### config.mk
export PLATFORM = sky130hd
export DESIGN_NAME = irq_nest_ctrl
export DESIGN_NICKNAME = d
export VERILOG_FILES = /design/src/rtl/irq_nest_pkg.sv /design/src/rtl/irq_pend_latch.sv /design/src/rtl/irq_nest_cnt.sv /design/src/rtl/irq_gate_pipe.sv /design/src/rtl/irq_pick.sv /design/src/rtl/irq_nest_ctrl.sv
export SDC_FILE = /design/constraint.sdc
export NUM_CORES = 1
export LEC_CHECK = 0
export ABC_CLOCK_PERIOD_IN_PS = 6800
export CORE_UTILIZATION = 55
export CTS_CLUSTER_SIZE = 28
export DETAILED_ROUTE_END_ITERATION = 8
export PLACE_DENSITY = 0.79
export SYNTH_ARGS = -nofsm -noshare
export SYNTH_HDL_FRONTEND = slang
export SYNTH_SLANG_ARGS = --single-unit
### constraint.sdc
create_clock -name clk -period 6.8 [get_ports clk]
set_clock_uncertainty 0.2 [all_clocks]
set_input_delay 1.36 -clock clk [delete_from_list [all_inputs] [get_ports clk]]
set_output_delay 1.36 -clock clk [all_outputs]
set_load 0.01 [all_outputs]
### src/rtl/irq_nest_pkg.sv
package irq_nest_pkg;
  localparam int NSRC     = 8;
  localparam int IDX_W    = $clog2(NSRC);
  localparam int LVL_W    = 5;
  localparam int ADDR_W   = 8;
  localparam int DATA_W   = 8;
  localparam int GATE_DLY = 6;

  localparam logic [ADDR_W-1:0] REG_MASK    = 8'h1A;
  localparam logic [ADDR_W-1:0] REG_HOLD    = 8'h1B;
  localparam logic [ADDR_W-1:0] REG_RELEASE = 8'h1C;
  localparam logic [ADDR_W-1:0] REG_LEVEL   = 8'h1D;

  typedef struct packed {
    logic mask_wr;
    logic hold_wr;
    logic rel_wr;
    logic lvl_wr;
  } bus_dec_t;
endpackage

### src/rtl/irq_pend_latch.sv
module irq_pend_latch #(
  parameter int NSRC = 8
) (
  input  logic            clk,
  input  logic            rst_n,
  input  logic [NSRC-1:0] lines,
  input  logic [NSRC-1:0] clr,
  output logic [NSRC-1:0] pend
);
  logic [NSRC-1:0] prev_q;
  logic [NSRC-1:0] pend_q;
  logic [NSRC-1:0] pend_d;
  logic [NSRC-1:0] rise;

  always_comb begin
    rise   = lines & ~prev_q;
    pend_d = (pend_q & ~clr) | rise;
  end

  always_ff @(posedge clk or negedge rst_n) begin
    if (!rst_n) begin
      prev_q <= '0;
      pend_q <= '0;
    end else begin
      prev_q <= lines;
      pend_q <= pend_d;
    end
  end

  assign pend = pend_q;

  AST_PEND_SET: assert property (@(posedge clk) disable iff (!rst_n)
    (rise != '0) |=> ((pend_q & $past(rise)) == $past(rise)));
  AST_PEND_CLR: assert property (@(posedge clk) disable iff (!rst_n)
    ((clr & ~rise) != '0) |=> ((pend_q & $past(clr & ~rise)) == '0));
  AST_CLR_ONEHOT: assert property (@(posedge clk) disable iff (!rst_n)
    $onehot0(clr));
endmodule

### src/rtl/irq_nest_cnt.sv
module irq_nest_cnt #(
  parameter int LVL_W = 5
) (
  input  logic             clk,
  input  logic             rst_n,
  input  logic             hold_wr,
  input  logic             accept,
  input  logic             rel_wr,
  input  logic             ld,
  input  logic [LVL_W-1:0] ld_val,
  output logic [LVL_W-1:0] lvl
);
  localparam int SW = LVL_W + 1;
  localparam logic [SW-1:0]    LMAX_W = {1'b0, {LVL_W{1'b1}}};
  localparam logic [LVL_W-1:0] LMAX   = {LVL_W{1'b1}};

  logic [LVL_W-1:0] lvl_q;
  logic [LVL_W-1:0] lvl_d;
  logic             lvl_en;
  logic [1:0]       n_up;
  logic [1:0]       step;
  logic [SW-1:0]    sum;

  always_comb begin
    n_up   = {1'b0, hold_wr} + {1'b0, accept};
    step   = n_up - {1'b0, rel_wr};
    sum    = {1'b0, lvl_q} + SW'(step);
    lvl_en = ld | hold_wr | accept | rel_wr;
    lvl_d  = lvl_q;
    if (ld) begin
      lvl_d = ld_val;
    end else if (rel_wr && (n_up == 2'd0)) begin
      lvl_d = (lvl_q == '0) ? '0 : lvl_q - 1'b1;
    end else if (n_up > {1'b0, rel_wr}) begin
      lvl_d = (sum > LMAX_W) ? LMAX : sum[LVL_W-1:0];
    end
  end

  always_ff @(posedge clk or negedge rst_n) begin
    if (!rst_n) begin
      lvl_q <= '0;
    end else if (lvl_en) begin
      lvl_q <= lvl_d;
    end
  end

  assign lvl = lvl_q;

  AST_NO_WRAP: assert property (@(posedge clk) disable iff (!rst_n)
    (lvl_q == LMAX) && !ld && !rel_wr |=> (lvl_q == LMAX));
  AST_FLOOR: assert property (@(posedge clk) disable iff (!rst_n)
    (lvl_q == '0) && rel_wr && !hold_wr && !accept && !ld |=> (lvl_q == '0));
  AST_ACK_STEP: assert property (@(posedge clk) disable iff (!rst_n)
    accept && !hold_wr && !rel_wr && !ld && (lvl_q != LMAX)
      |=> (lvl_q == $past(lvl_q) + 1'b1));
  AST_CANCEL: assert property (@(posedge clk) disable iff (!rst_n)
    accept && rel_wr && !hold_wr && !ld |=> $stable(lvl_q));
  AST_LOAD_WINS: assert property (@(posedge clk) disable iff (!rst_n)
    ld |=> (lvl_q == $past(ld_val)));
endmodule

### src/rtl/irq_gate_pipe.sv
module irq_gate_pipe #(
  parameter int W      = 8,
  parameter int STAGES = 6
) (
  input  logic         clk,
  input  logic         rst_n,
  input  logic [W-1:0] d,
  output logic [W-1:0] q
);
  logic [W-1:0] stg [STAGES];

  always_ff @(posedge clk or negedge rst_n) begin
    if (!rst_n) begin
      stg[0] <= '0;
    end else begin
      stg[0] <= d;
    end
  end

  for (genvar g = 1; g < STAGES; g++) begin : g_stage
    always_ff @(posedge clk or negedge rst_n) begin
      if (!rst_n) begin
        stg[g] <= '0;
      end else begin
        stg[g] <= stg[g-1];
      end
    end
  end

  assign q = stg[STAGES-1];
endmodule

### src/rtl/irq_pick.sv
module irq_pick #(
  parameter int NSRC  = 8,
  parameter int IDX_W = 3
) (
  input  logic             clk,
  input  logic             rst_n,
  input  logic [NSRC-1:0]  cand,
  input  logic             ack,
  output logic             req,
  output logic [IDX_W-1:0] idx,
  output logic             accept
);
  logic             req_q;
  logic             req_d;
  logic [IDX_W-1:0] idx_q;
  logic [IDX_W-1:0] best;
  logic             any;
  logic             take;

  always_comb begin
    best = '0;
    for (int i = 0; i < NSRC; i++) begin
      if (cand[i]) best = IDX_W'(i);
    end
    any    = |cand;
    take   = !req_q && any;
    accept = req_q && ack;
    req_d  = req_q;
    if (accept) req_d = 1'b0;
    else if (take) req_d = 1'b1;
  end

  always_ff @(posedge clk or negedge rst_n) begin
    if (!rst_n) begin
      req_q <= 1'b0;
      idx_q <= '0;
    end else begin
      req_q <= req_d;
      if (take) idx_q <= best;
    end
  end

  assign req = req_q;
  assign idx = idx_q;

  AST_REQ_HOLD: assert property (@(posedge clk) disable iff (!rst_n)
    req_q && !ack |=> req_q && $stable(idx_q));
  AST_ACK_DROP: assert property (@(posedge clk) disable iff (!rst_n)
    req_q && ack |=> !req_q);
  AST_RAISE: assert property (@(posedge clk) disable iff (!rst_n)
    !req_q && (cand != '0) |=> req_q);
endmodule

### src/rtl/irq_nest_ctrl.sv
module irq_nest_ctrl
  import irq_nest_pkg::*;
(
  input  logic              clk,
  input  logic              rst_n,
  input  logic [NSRC-1:0]   irq_lines,
  input  logic [ADDR_W-1:0] bus_addr,
  input  logic              bus_we,
  input  logic [DATA_W-1:0] bus_wdata,
  output logic [DATA_W-1:0] bus_rdata,
  output logic              core_req,
  output logic [IDX_W-1:0]  core_idx,
  input  logic              core_ack
);
  bus_dec_t        dec;
  logic [NSRC-1:0] mask_q;
  logic [LVL_W-1:0] lvl;
  logic [NSRC-1:0] gate_now;
  logic [NSRC-1:0] gate_dly;
  logic [NSRC-1:0] pend;
  logic [NSRC-1:0] cand;
  logic [NSRC-1:0] clr;
  logic            accept;

  always_comb begin
    dec.mask_wr = bus_we && (bus_addr == REG_MASK);
    dec.hold_wr = bus_we && (bus_addr == REG_HOLD);
    dec.rel_wr  = bus_we && (bus_addr == REG_RELEASE);
    dec.lvl_wr  = bus_we && (bus_addr == REG_LEVEL);
  end

  always_ff @(posedge clk or negedge rst_n) begin
    if (!rst_n) begin
      mask_q <= '0;
    end else if (dec.mask_wr) begin
      mask_q <= bus_wdata[NSRC-1:0];
    end
  end

  always_comb begin
    case (bus_addr)
      REG_MASK:  bus_rdata = DATA_W'(mask_q);
      REG_LEVEL: bus_rdata = DATA_W'(lvl);
      default:   bus_rdata = '0;
    endcase
  end

  always_comb begin
    gate_now = (lvl == '0) ? mask_q : '0;
    cand     = pend & gate_dly;
    clr      = accept ? (NSRC'(1) << core_idx) : '0;
  end

  irq_pend_latch #(.NSRC(NSRC)) u_pend (
    .clk   (clk),
    .rst_n (rst_n),
    .lines (irq_lines),
    .clr   (clr),
    .pend  (pend)
  );

  irq_nest_cnt #(.LVL_W(LVL_W)) u_cnt (
    .clk     (clk),
    .rst_n   (rst_n),
    .hold_wr (dec.hold_wr),
    .accept  (accept),
    .rel_wr  (dec.rel_wr),
    .ld      (dec.lvl_wr),
    .ld_val  (bus_wdata[LVL_W-1:0]),
    .lvl     (lvl)
  );

  irq_gate_pipe #(.W(NSRC), .STAGES(GATE_DLY)) u_gate (
    .clk   (clk),
    .rst_n (rst_n),
    .d     (gate_now),
    .q     (gate_dly)
  );

  irq_pick #(.NSRC(NSRC), .IDX_W(IDX_W)) u_pick (
    .clk    (clk),
    .rst_n  (rst_n),
    .cand   (cand),
    .ack    (core_ack),
    .req    (core_req),
    .idx    (core_idx),
    .accept (accept)
  );

  AST_IDLE_READ: assert property (@(posedge clk) disable iff (!rst_n)
    (bus_addr == REG_HOLD) || (bus_addr == REG_RELEASE) |-> (bus_rdata == '0));
  AST_REQ_PENDING: assert property (@(posedge clk) disable iff (!rst_n)
    $rose(core_req) |-> $past(cand != '0));
endmodule

==> metrics.md <==
| Metric | Value |
|---|---|
| CTS H-tree lvls | 3 |
| Placer congestion estimate | 0.863 |
| Startpoint type of the worst setup path | primary input |
| Number of antenna violations at the first check in global routing | 0 |
| Fin cells | around 370 |
| Prevailing post-synth register cell | sky130_fd_sc_hd__dfrtp_1 |
| # nets final | 332 |
| Number of register bits inferred by synthesis | slightly above 80 |
| Die height | between 70 and 80 um |
| Max Cap Viol | 0 |
| Antenna-violating nets left | 0 |
| Setup repair bufs after CTS | 0 |
| Effective utilization at floorplan | 57.6% |
| Cell Area, Synth | ~3200 sq um |
| Distinct cell type count after synthesis | 45 |
| Leakage power total | around 1.8 nW |
| Count of hold-fix buffers inserted at cts | 0 |
| Total detailed-routing wirelength | 5.74 mm |
| Final HPWL from detailed placement | between 4 and 5 mm |
| Critical setup path kind | in -> out |
| Slew margin rel. | a little over a third |
| # clock sinks | 81 |
| Congestion Overflow GR | 0 |
| Summed area of non-filler cells in the final layout | approximately 3800 sq um |
| Number of resized instances in the post-cts repair step | 0 |
| Final setup violation count | 0 |
| Fill count | 393 |
| Most Crowded Layer GR | met2 |
| Area Overhead vs Synth | 19.6% |
| Violation count after the first detailed-route iteration | 150 |
| Met3 Usage GRT | about 6.7% |
| Final hold viol count | 0 |
| Placed cell count | 356 |
| Die ar. | roughly 6000 sq um |
| Final core utilization | between 60 and 70% |
| Number of port buffers | 39 |
| Final worst-path setup slack | 1940 ps |
| Worst Path Arrival | 3300 ps |
| Number of enable flip-flop cells after synthesis | 0 |
| Pwr Total | between 1 and 1.5 mW |
| Average cell area after synthesis | 12.8 sq um |
| CTS tree | done |
| Global-route met1 utilization | a little over a quarter |
| Transition time at the pin with the least slew margin | 964 ps |
| Vias per Instance | about 5.5 |
| Cell depth of the worst hold path | 0 |
| Top fanout value on the critical path | 5 |
| Share of the clock period used by the worst path after layout | slightly above 70% |
| Root buffer cell | sky130_fd_sc_hd__clkbuf_8 |
| Count of synthesis-stage warnings from yosys | 0 |
| Number of buffers added by the clock tree synthesis step | 9 |
| Clk_lat worst skew | 340 ps |
| Vias in the first global route | around 2100 |
| R2r setup slk | 3660 ps |
| Async set-reset flop share out of synthesis | 100% |
| Horizontal die dimension | 78.2 um |
| Post-Syn Nets | 287 |
| Result of the run | complete, no violations |
| Total via count in the routed design | just over 2000 |
| Critical Path End Type | primary output |
| Per-cell routed wire length | 15.4 um |
| Maximum clock rate | 206 MHz |
| Longest Clk Path Bufs | 2 |
| Global router's overall resource usage | 21.4% |
| Part of the Yosys area used for sequential elements | a little under two thirds |
| Clock-pin slew reported for the worst setup and hold paths after clock tree synthesis | 80 ps |
| Post-route DRC | 0 |
| Hold Crit Class | reg -> reg |
| RSZ-0062 raised after global routing | no |
| Pin count of the biggest net entering global routing | between 80 and 90 |
| # rows | 27 |
| Final max-slew violation count | 0 |
| Worst hold margin | 150 ps |
| Pre-CTS setup slack | 1730 ps |
| Wire length of the first global-routing pass | 9.73 mm |
| IR Drop Worst-Case VDD | 0.198 mV |
| Top-level I/O count | 40 |
| Placeable core region | 5540 sq um |
| Gate count of the mapped netlist | 250 |
| Areal power density over the cells | 281 nW/um^2 |
| Antenna fix cells | 0 |
| Layout cells sized above 1 | 9.67% |
| Footprint of the multi-input gates | 1050 sq um |
| Sum of negative setup slack | 0 ps |
| Final worst path period need | slightly below 5000 ps |
| Number of cells on the worst reg-to-reg path | 12 |
| Number of detailed-routing iterations run before antenna repair | 5 |
| Critical path data required time | approximately 5200 ps |
| Met2 GRT Util | between 30 and 40% |
| DP Area | 3640 sq um |
| Flip-flop and latch area | 2030 sq um |
-- registers in the layout, indices dropped and copies added, names as in the netlist --
name / count
u_pend.pend: 8
u_gate.q: 8
mask_q: 8
u_pend.prev_q: 8
u_pick.idx: 3
u_cnt.lvl: 5
u_pick.req: 1
u_gate.stg: 40
-- where the power goes --
group / total, mW / internal (mW) / switching, mW
clock network: 0.312 / 0.153 / 0.159
logic: 0.192 / 0.0926 / 0.0990
registers: 0.568 / 0.525 / 0.0430
total: 1.07 / 0.771 / 0.301
-- layout by cell type, fill, tap and decap left out, drive strengths merged, types with 5 or more instances in the layout --
| master | n |
|---|---|
| dfrtp | 81 |
| clkdlybuf4s50 | 38 |
| and2 | 11 |
| inv | 23 |
| o21ai | 22 |
| mux2 | 9 |
| nand2b | 7 |
| nand2 | 13 |
| nor2 | 12 |
| ha | 7 |
| nor3 | 5 |
| a22oi | 11 |
| clkbuf | 12 |
-- worst max-delay path: stages --
cell and delay [ps]:
sky130_fd_sc_hd__clkdlybuf4s50_1 580, sky130_fd_sc_hd__nor2b_1 280, sky130_fd_sc_hd__and2_1 270, sky130_fd_sc_hd__a22oi_1 90
sky130_fd_sc_hd__nor2_1 150, sky130_fd_sc_hd__clkdlybuf4s50_1 560
-- layer usage --
| metal | vias to the layer above | part of all wire (%) |
|---|---|---|
| met5 | - | 0 |
| met1 | 1014 | 42 |
| met4 | 0 | 0.82 |
| met2 | 69 | 52 |
| li1 | 951 | - |
| met3 | 8 | 5.6 |
-- area by class of cell --
| class | count | area share (%) |
|---|---|---|
| inverter | 22 | 2.16 |
| clock buffer | 12 | 4.06 |
| multi-input combinational | 142 | 27.5 |
| clock inverter | 4 | 0.688 |
| timing repair buffer | 39 | 10.2 |
| tap | 72 | 2.36 |
| sequential | 81 | 53.1 |
-- path summary, 6_finish.rpt --
path,start,to
setup / recovery,bus_addr[2],bus_rdata[0]
setup reg to reg,u_pick.req$_DFFE_PN0P_,u_cnt.lvl[2]$_DFFE_PN0P_
hold reg to reg,u_gate.stg[44]$_DFF_PN0_,u_gate.stg[36]$_DFF_PN0_
hold / removal,u_gate.stg[44]$_DFF_PN0_,u_gate.stg[36]$_DFF_PN0_
min in group asynchronous,rst_n,u_pend.pend[0]$_DFF_PN0_
max in group asynchronous,rst_n,u_gate.stg[17]$_DFF_PN0_
-- cell families (layout without fill, tap and decap cells) --
group	after synthesis	in the layout	share of synthesized area (%)
flip-flops	81	81	63.5
multiplexers	13	13	4.82
buffers and inverters	27	77	3.65
AND/OR/NAND/NOR	65	65	12.2
adder cells (fa/ha/maj)	9	9	4.00
XOR/XNOR	1	1	0.274
AO/OA/AOI/OAI	54	54	11.6
-- synth_stat cells (3+ instances only) --
master / n / area share [%]
sky130_fd_sc_hd__dfrtp_1: 81 / 64
sky130_fd_sc_hd__inv_1: 19 / 2.2
sky130_fd_sc_hd__nand2_1: 13 / 1.5
sky130_fd_sc_hd__nor2_1: 12 / 1.4
sky130_fd_sc_hd__o21ai_1: 12 / 1.9
sky130_fd_sc_hd__a22oi_1: 11 / 2.6
sky130_fd_sc_hd__and2_1: 11 / 2.2
sky130_fd_sc_hd__o21ai_0: 10 / 1.6
sky130_fd_sc_hd__ha_1: 7 / 2.7
sky130_fd_sc_hd__nand2b_1: 7 / 1.4
sky130_fd_sc_hd__mux2_1: 6 / 2.1
sky130_fd_sc_hd__a21oi_1: 4 / 0.63
sky130_fd_sc_hd__and3_1: 4 / 0.78
sky130_fd_sc_hd__nor3_1: 4 / 0.63
sky130_fd_sc_hd__o31ai_1: 4 / 0.94
sky130_fd_sc_hd__a31oi_1: 3 / 0.59
sky130_fd_sc_hd__clkbuf_1: 3 / 0.35
sky130_fd_sc_hd__inv_2: 3 / 0.35
sky130_fd_sc_hd__mux2_2: 3 / 1.1
sky130_fd_sc_hd__mux2i_1: 3 / 0.94
Power figures use the tool's default switching activity.
